==> src/rtl/pgw_pkg.sv <==
package pgw_pkg;
  localparam int DATA_W = 16;
  localparam int ADDR_W = 8;
  localparam int NSRC   = 8;

  localparam logic [ADDR_W-1:0] OFS_CLK  = 8'h84;
  localparam logic [ADDR_W-1:0] OFS_SD   = 8'h86;
  localparam logic [ADDR_W-1:0] OFS_REC0 = 8'h88;
  localparam logic [ADDR_W-1:0] OFS_BP   = 8'h98;

  localparam logic [DATA_W-1:0] MOD_IMPL = 16'h07BF;
  localparam logic [DATA_W-1:0] EXT_IMPL = 16'h0002;
  localparam logic [DATA_W-1:0] BP_IMPL  = 16'h0302;

  localparam int T0_SRC  = 4;
  localparam int T1_SRC  = 5;
  localparam int EXT_SRC = 7;
  localparam int T0_BIT  = 8;
  localparam int T1_BIT  = 9;
  localparam int BYP_BIT = 15;

  // bits a recovery mask of source k can hold
  function automatic logic [DATA_W-1:0] recImpl(int k);
    logic [DATA_W-1:0] m;
    m = MOD_IMPL;
    if (k == EXT_SRC) m = EXT_IMPL;
    if (k == T0_SRC)  m[T0_BIT] = 1'b0;
    if (k == T1_SRC)  m[T1_BIT] = 1'b0;
    return m;
  endfunction

  typedef struct packed {
    logic            wrEn;
    logic            selClk;
    logic            selSd;
    logic [NSRC-1:0] selRec;
    logic            selBp;
    logic [NSRC-1:0] wakeRose;
    logic            brkRose;
  } ctrlStrobe_t;
endpackage

==> src/rtl/pgw_ctrl.sv <==
module pgw_ctrl
  import pgw_pkg::*;
(
  input  logic              clk,
  input  logic              rstN,
  input  logic [ADDR_W-1:0] busAddr,
  input  logic              busWrite,
  input  logic [NSRC-1:0]   wakeIn,
  input  logic              brkIn,
  output ctrlStrobe_t       st
);
  logic [NSRC-1:0] wakePrev;
  logic            brkPrev;
  logic            aligned;

  assign aligned = ~busAddr[0];

  always_ff @(posedge clk or negedge rstN) begin
    if (!rstN) begin
      wakePrev <= '0;
      brkPrev  <= 1'b0;
    end else begin
      wakePrev <= wakeIn;
      brkPrev  <= brkIn;
    end
  end

  always_comb begin
    st          = '0;
    st.wrEn     = busWrite;
    st.selClk   = aligned && (busAddr == OFS_CLK);
    st.selSd    = aligned && (busAddr == OFS_SD);
    st.selBp    = aligned && (busAddr == OFS_BP);
    for (int k = 0; k < NSRC; k++) begin
      st.selRec[k] = aligned && (busAddr == ADDR_W'(OFS_REC0 + 2 * k));
    end
    st.wakeRose = wakeIn & ~wakePrev;
    st.brkRose  = brkIn & ~brkPrev;
  end
endmodule

==> src/rtl/pgw_datapath.sv <==
module pgw_datapath
  import pgw_pkg::*;
#(
  parameter int DIV_W = 8
) (
  input  logic              clk,
  input  logic              rstN,
  input  ctrlStrobe_t       st,
  input  logic [DATA_W-1:0] busWdata,
  output logic [DATA_W-1:0] busRdata,
  output logic [DATA_W-1:0] gateOut,
  output logic [DIV_W-1:0]  clkDiv,
  output logic              pllBypass
);
  localparam logic [DIV_W-1:0] DIV_ONE = DIV_W'(1);

  logic [DATA_W-1:0] sdReg;
  logic [DATA_W-1:0] recMask [NSRC];
  logic [DATA_W-1:0] bpMask;
  logic [DIV_W-1:0]  divField;
  logic              bypassReg;
  logic [DATA_W-1:0] wakeClr;
  logic [DATA_W-1:0] sdNext;

  // per-source recovery masks
  for (genvar k = 0; k < NSRC; k++) begin : g_rec
    always_ff @(posedge clk or negedge rstN) begin
      if (!rstN)                        recMask[k] <= '0;
      else if (st.wrEn && st.selRec[k]) recMask[k] <= busWdata & recImpl(k);
    end
  end

  always_ff @(posedge clk or negedge rstN) begin
    if (!rstN) begin
      bpMask    <= '0;
      divField  <= '0;
      bypassReg <= 1'b0;
    end else begin
      if (st.wrEn && st.selBp) bpMask <= busWdata & BP_IMPL;
      if (st.wrEn && st.selClk) begin
        divField  <= busWdata[DIV_W-1:0];
        bypassReg <= busWdata[BYP_BIT];
      end
    end
  end

  // wake and breakpoint clear vector; wins over a same-cycle write
  always_comb begin
    wakeClr = '0;
    for (int k = 0; k < NSRC; k++) begin
      if (st.wakeRose[k]) wakeClr = wakeClr | recMask[k];
    end
    if (st.brkRose) wakeClr = wakeClr | (MOD_IMPL & ~bpMask);
    sdNext = (st.wrEn && st.selSd) ? (busWdata & MOD_IMPL) : sdReg;
    sdNext = sdNext & ~wakeClr;
  end

  always_ff @(posedge clk or negedge rstN) begin
    if (!rstN) sdReg <= '0;
    else       sdReg <= sdNext;
  end

  assign gateOut   = sdReg;
  assign clkDiv    = (divField <= DIV_ONE) ? DIV_ONE : divField;
  assign pllBypass = bypassReg;

  always_comb begin
    busRdata = '0;
    if (st.selSd) busRdata = sdReg;
    if (st.selBp) busRdata = bpMask;
    if (st.selClk) begin
      busRdata[DIV_W-1:0] = divField;
      busRdata[BYP_BIT]   = bypassReg;
    end
    for (int k = 0; k < NSRC; k++) begin
      if (st.selRec[k]) busRdata = recMask[k];
    end
  end
endmodule

==> src/rtl/pgw_top.sv <==
module pgw_top
  import pgw_pkg::*;
#(
  parameter int DIV_W = 8
) (
  input  logic              clk,
  input  logic              rstN,
  input  logic [7:0]        busAddr,
  input  logic              busWrite,
  input  logic [15:0]       busWdata,
  output logic [15:0]       busRdata,
  input  logic [7:0]        wakeIn,
  input  logic              brkIn,
  output logic [15:0]       gateOut,
  output logic [DIV_W-1:0]  clkDiv,
  output logic              pllBypass
);
  ctrlStrobe_t st;

  pgw_ctrl i_ctrl (
    .clk      (clk),
    .rstN     (rstN),
    .busAddr  (busAddr),
    .busWrite (busWrite),
    .wakeIn   (wakeIn),
    .brkIn    (brkIn),
    .st       (st)
  );

  pgw_datapath #(.DIV_W(DIV_W)) i_dp (
    .clk       (clk),
    .rstN      (rstN),
    .st        (st),
    .busWdata  (busWdata),
    .busRdata  (busRdata),
    .gateOut   (gateOut),
    .clkDiv    (clkDiv),
    .pllBypass (pllBypass)
  );
endmodule

==> config.mk <==
export PLATFORM = sky130hd
export DESIGN_NAME = pgw_top
export DESIGN_NICKNAME = d
export VERILOG_FILES = /design/src/rtl/pgw_pkg.sv /design/src/rtl/pgw_ctrl.sv /design/src/rtl/pgw_datapath.sv /design/src/rtl/pgw_top.sv
export SDC_FILE = /design/constraint.sdc
export NUM_CORES = 1
export LEC_CHECK = 0
export CAP_MARGIN = 15
export CORE_AREA = 2 2 107 109
export CTS_BUF_LIST = sky130_fd_sc_hd__clkbuf_16
export CTS_CLUSTER_SIZE = 8
export DETAILED_ROUTE_END_ITERATION = 7
export DIE_AREA = 0 0 109 111
export GPL_TIMING_DRIVEN = 1
export PLACE_DENSITY_LB_ADDON = 0.2
export SYNTH_ARGS = -nofsm -noshare
export SYNTH_HDL_FRONTEND = slang
export SYNTH_HIERARCHICAL = 1
export SYNTH_SLANG_ARGS = --single-unit
==> constraint.sdc <==
create_clock -name clk -period 13.8 [get_ports clk]
set_input_delay 4.14 -clock clk [delete_from_list [all_inputs] [get_ports clk]]
set_output_delay 4.14 -clock clk [all_outputs]
set_load 0.005 [all_outputs]
; After elaboration in Yosys (flattened, before gate mapping)
; Index checks and enable logic that the tools add are counted.
[op_classes]
n_lt_le_gt_ge = 1
n_eq_ne = 11
n_mux = 23
n_bitwise = 16
reduce_logical = 22
[ops]
columns = operator, n
row1 = $mux W16, 19
row2 = $or A16 B11 Y16, 7
row3 = $eq A8 B8 Y1 const B, 11
row4 = $logic_and A1 B1 Y1, 22
row5 = $and A16 B16 Y16, 1
row6 = $mux W8, 2
row7 = $not A16 Y16, 1
row8 = $or A16 B2 Y16, 1
row9 = $mux W11, 1
row10 = $not A10 Y11, 1
row11 = $and A8 B8 Y8, 1
row12 = $le A8 B1 Y1 const B, 1
row13 = $not A8 Y8, 1
row14 = $not A1 Y1, 2
row15 = $and A1 B1 Y1, 1
row16 = $mux W1, 1
[totals]
ff_bits = 106
inputBits = 36
elab_cells = 87

; Depth between registers and ports, before layout
[logic_depth]
depth_word = 21
mapped_depth = 9
mapped_depth_nobuf = 6

; Modules after synthesis
; The synthesis kept the hierarchy.
[modules_own_cells]
columns = mod, instances, cells_each, area_per_inst_um2, seq_area_each_um2
row1 = pgw_datapath, 1, 471, 4908.5, 2277.2
row2 = pgw_ctrl, 1, 39, 417.9, 225.2

; Worst setup path before layout
; OpenSTA, ideal clock, no wires.
[synth_timing]
path_type = input-to-output
startpoint = input port busAddr[5]
endpoint = output port busRdata[8]
arrival_ns = 6.228
setup_slack_ns = 3.432
path_stages = 7
path_buffers = 1
path_cell_list = or4b_1 > clkbuf_2 > nor4_1 > or2_1 > a221oi_1 > or4_1 > a221oi_2
[synth_lines]
columns = item, line
row1 = from (decl), pgw_top.sv:8  ; input logic [7:0] busAddr,
row2 = to (decl), pgw_top.sv:11  ; output logic [15:0] busRdata,

==> results summary <==
The effective utilization at floorplan came out at between 40% and 50%. The floorplan die width is 109 um. The first TritonRoute pass finished after 6 iterations. The critical path in this run is classified as input pin to output port. The shortest period the worst path allows is approximately 12,000 ps. The final global-route overflow total came out at 0.

The Yosys step of the flow raised 6 warnings. 0 antenna diodes ended up in the layout. The number of distinct library cells after synthesis came out at between 40 and 50.

The count of antenna-violating nets left after detailed routing came out at 0. The leakage power of the design came out at between 2 and 3 nW. The worst setup path is captured at an output port. The die area is ~0.012 mm2. The tree built by TritonCTS fans out to 100 sinks. The deepest level of the CTS H-tree came out at 3. The clock root buffer is sky130_fd_sc_hd__clkbuf_16.

The detail-routed via count per cell came out at slightly above 6. At the later pin of the worst-skew pair, clock insertion delay measures between 300 and 400 ps. In this run the mean area of a mapped cell was around 10 um2. The overall die height is roughly 110 um. The number of max-slew violations in the final report is 0.

Summing every instance area after synthesis gives 0.00533 mm2. The worst hold-check path type is flip-flop to flip-flop. The HPWL reported at the end of detailed placement came out at roughly 10,000 um. After detailed routing, the total wire length is between 15,000 and 20,000 um. The area share of the leading cell type in the synthesized netlist is between 40 and 50%. The setup TNS is 0 ps. The final critical path takes up 86.1% of the cycle. The placed instances occupy a cell area of roughly 0.006 mm2.

The count of flip-flops with a built-in enable after synthesis came out at 0. The highest attainable clock frequency is ~84 MHz. Counting every instance in the synthesized netlist gives just over 500. The number of nets in the finished design is 586. The data arrival time at the worst-slack endpoint is 7740 ps.

After clock tree synthesis, the flow added hold-fix buffers numbering 0. The core region area came out at approximately 0.011 mm2. Ranked by total cell area, the synthesized netlist is headed by sky130_fd_sc_hd__dfrtp_1 (47%), sky130_fd_sc_hd__mux2_2 (17%), sky130_fd_sc_hd__a221oi_1 (4.8%). The final-report setup violation count is 0.

The clock skew after layout came out at ~5.3 ps. The headroom to the max-slew limit is approximately 17%. The DRC violation total after the first TritonRoute iteration came out at 351. Max-cap violations in this run came to 0.

The worst IR drop on VDD came out at 0.0000505 V. Setup repair after global routing left no endpoint under its margin. The total power density per cell area is between 100 and 150 mW/mm2. The final weighted congestion in routability-driven placement is between 0.8 and 0.9.

The number of global-route vias before repair came out at about 4,400. The top flip-flop cell by instance count after synthesis is sky130_fd_sc_hd__dfrtp_1. The critical path startpoint category is an input pin. After synthesis the netlist holds a flip-flop and latch count of 100. The wire length of the first global-routing pass came out at ~24,000 um. For this run, design rule violations remaining after detail routing come to 0.

The CTS buffer count came out at 9. Data on the critical path is required at its endpoint by roughly 9700 ps. The post-cts sizing count came out at 0.

At the pin with the least slew margin, the transition time is ~1200 ps. After clock tree synthesis, the clock-pin slew on the worst setup and hold paths is 70 ps. 77 I/O pins were placed. The share of post-route cells with drive strength above 1 is 20.8%. The initial antenna violation count came to 0. The number of hold violations in the final report came to 0.

The buffers inserted during post-CTS setup optimization came out at 0. TritonCTS built the clock tree. The most area-hungry cell type in the Yosys netlist is sky130_fd_sc_hd__dfrtp_1. The maximum root-to-sink buffer count is 2. Among all cell types in the netlist, the one instantiated most often is sky130_fd_sc_hd__dfrtp_1. The overall fraction of global-route tracks in use came out at 26.9%. Relative to the synthesized area, the layout overhead comes to 18.4%.

The run finished with clean final reports. The fraction of registers with async set/reset came out at 100%. The final route contains between 4,000 and 5,000 vias. The routed length per placed instance is roughly 22 um. By count the netlist is led by sky130_fd_sc_hd__dfrtp_1 (100), sky130_fd_sc_hd__mux2_2 (81), sky130_fd_sc_hd__nand2_1 (45).

The number of placement rows is 39. The cell area after layout is 0.00630 mm2. The number of port buffers is between 60 and 70. Along the worst path, the maximum fanout reaches 13. The maximum number of pins on one net before global-route repair came out at 60. The proportion of synthesized chip area in sequential cells is between 40% and 50%.
[power breakdown]
part	internal [W]	switching, W
logic	0.0000272	0.0000299
registers	0.000306	0.0000100
clock network	0.000156	0.000105
total	0.000489	0.000145
[placed cells by master (no fill, tap or decap), types with 9 or more instances in the layout]
| cell type | instances |
|---|---|
| sky130_fd_sc_hd__clkbuf_16 | 9 |
| sky130_fd_sc_hd__inv_1 | 25 |
| sky130_fd_sc_hd__dfrtp_1 | 100 |
| sky130_fd_sc_hd__conb_1 | 10 |
| sky130_fd_sc_hd__nor2_1 | 13 |
| sky130_fd_sc_hd__buf_4 | 10 |
| sky130_fd_sc_hd__clkdlybuf4s50_1 | 61 |
| sky130_fd_sc_hd__mux2_2 | 81 |
| sky130_fd_sc_hd__nand3_1 | 23 |
| sky130_fd_sc_hd__nor2b_1 | 19 |
| sky130_fd_sc_hd__a22oi_1 | 13 |
| sky130_fd_sc_hd__a21oi_1 | 23 |
| sky130_fd_sc_hd__nor3b_1 | 9 |
| sky130_fd_sc_hd__a221oi_1 | 29 |
| sky130_fd_sc_hd__nand2_1 | 45 |
| sky130_fd_sc_hd__nor3_1 | 12 |
[kinds of logic (layout without fill, tap and decap cells)]
family,Yosys count,after routing,synth area share (%)
mux,84,84,17.7
other cells,1,10,0.0704
flops,100,100,47.0
simple gates,150,150,14.8
buf+inv,77,112,6.67
compound gates,98,98,13.8
[worst paths after layout]
kind | from | endpoint | slack (ps) | cells after the start
min in group asynchronous | rstN | i_ctrl/wakePrev[0] | 3780 | 1
max in group asynchronous | rstN | i_dp/gateOut[5] | 8870 | 2
worst min-delay path | i_dp/recMask[19] | i_dp/recMask[19] | 540 | 1
worst max-delay path | busAddr[4] | busRdata[4] | 1920 | 9
worst min register to register | i_dp/recMask[19] | i_dp/recMask[19] | 540 | 1
worst max register to register | i_ctrl/wakePrev[0] | i_dp/gateOut[5] | 11810 | 5
[metal layers]
metal	up-vias	track usage [%]	wire (um)
li1	1918	-	-
met1	2085	35.7	6370
met2	253	40.3	7140
met3	46	7.41	1550
met4	0	13.2	586
met5	-	0	0
[state kept, by name (all words and copies together), names as in the netlist]
name and flops:
i_dp/recMask 69, i_dp/divField 8, i_dp/gateOut 10, i_ctrl/brkPrev 1
i_dp/pllBypass 1, i_ctrl/wakePrev 8, i_dp/bpMask 3
[worst max-delay path, stage by stage]
cell	delay (ps)
sky130_fd_sc_hd__clkdlybuf4s50_1	430
sky130_fd_sc_hd__or4b_1	660
sky130_fd_sc_hd__nor3_2	800
sky130_fd_sc_hd__buf_4	330
sky130_fd_sc_hd__nor2_1	150
sky130_fd_sc_hd__o311ai_0	160
sky130_fd_sc_hd__nand3_1	120
sky130_fd_sc_hd__a221oi_1	360
sky130_fd_sc_hd__clkdlybuf4s50_1	570
[stage by stage]
stage          hold slack, ps  power, W  setup slack [ps]  cells  utilization [%]
4_1_cts                   539  0.000638              1970    696             56.8
3_3_place_gp              515  0.000376              1980    681             54.1
5_1_grt                   551  0.000659              1800    697             56.9
2_1_floorplan             492  0.000349              3430    519                -
3_5_place_dp              521  0.000378              1970    681             54.1
6_report                  537  0.000634              1920    697             56.9
[final cells by class]
class | instances | area (um2)
clock buffers | 9 | 225
clock inverters | 6 | 80.1
fillers | 966 | 4770
inverters | 25 | 93.8
multi-input cells | 342 | 2530
flip-flops and latches | 100 | 2500
well taps | 143 | 179
repair buffers | 72 | 697
Power figures use the tool's default switching activity.
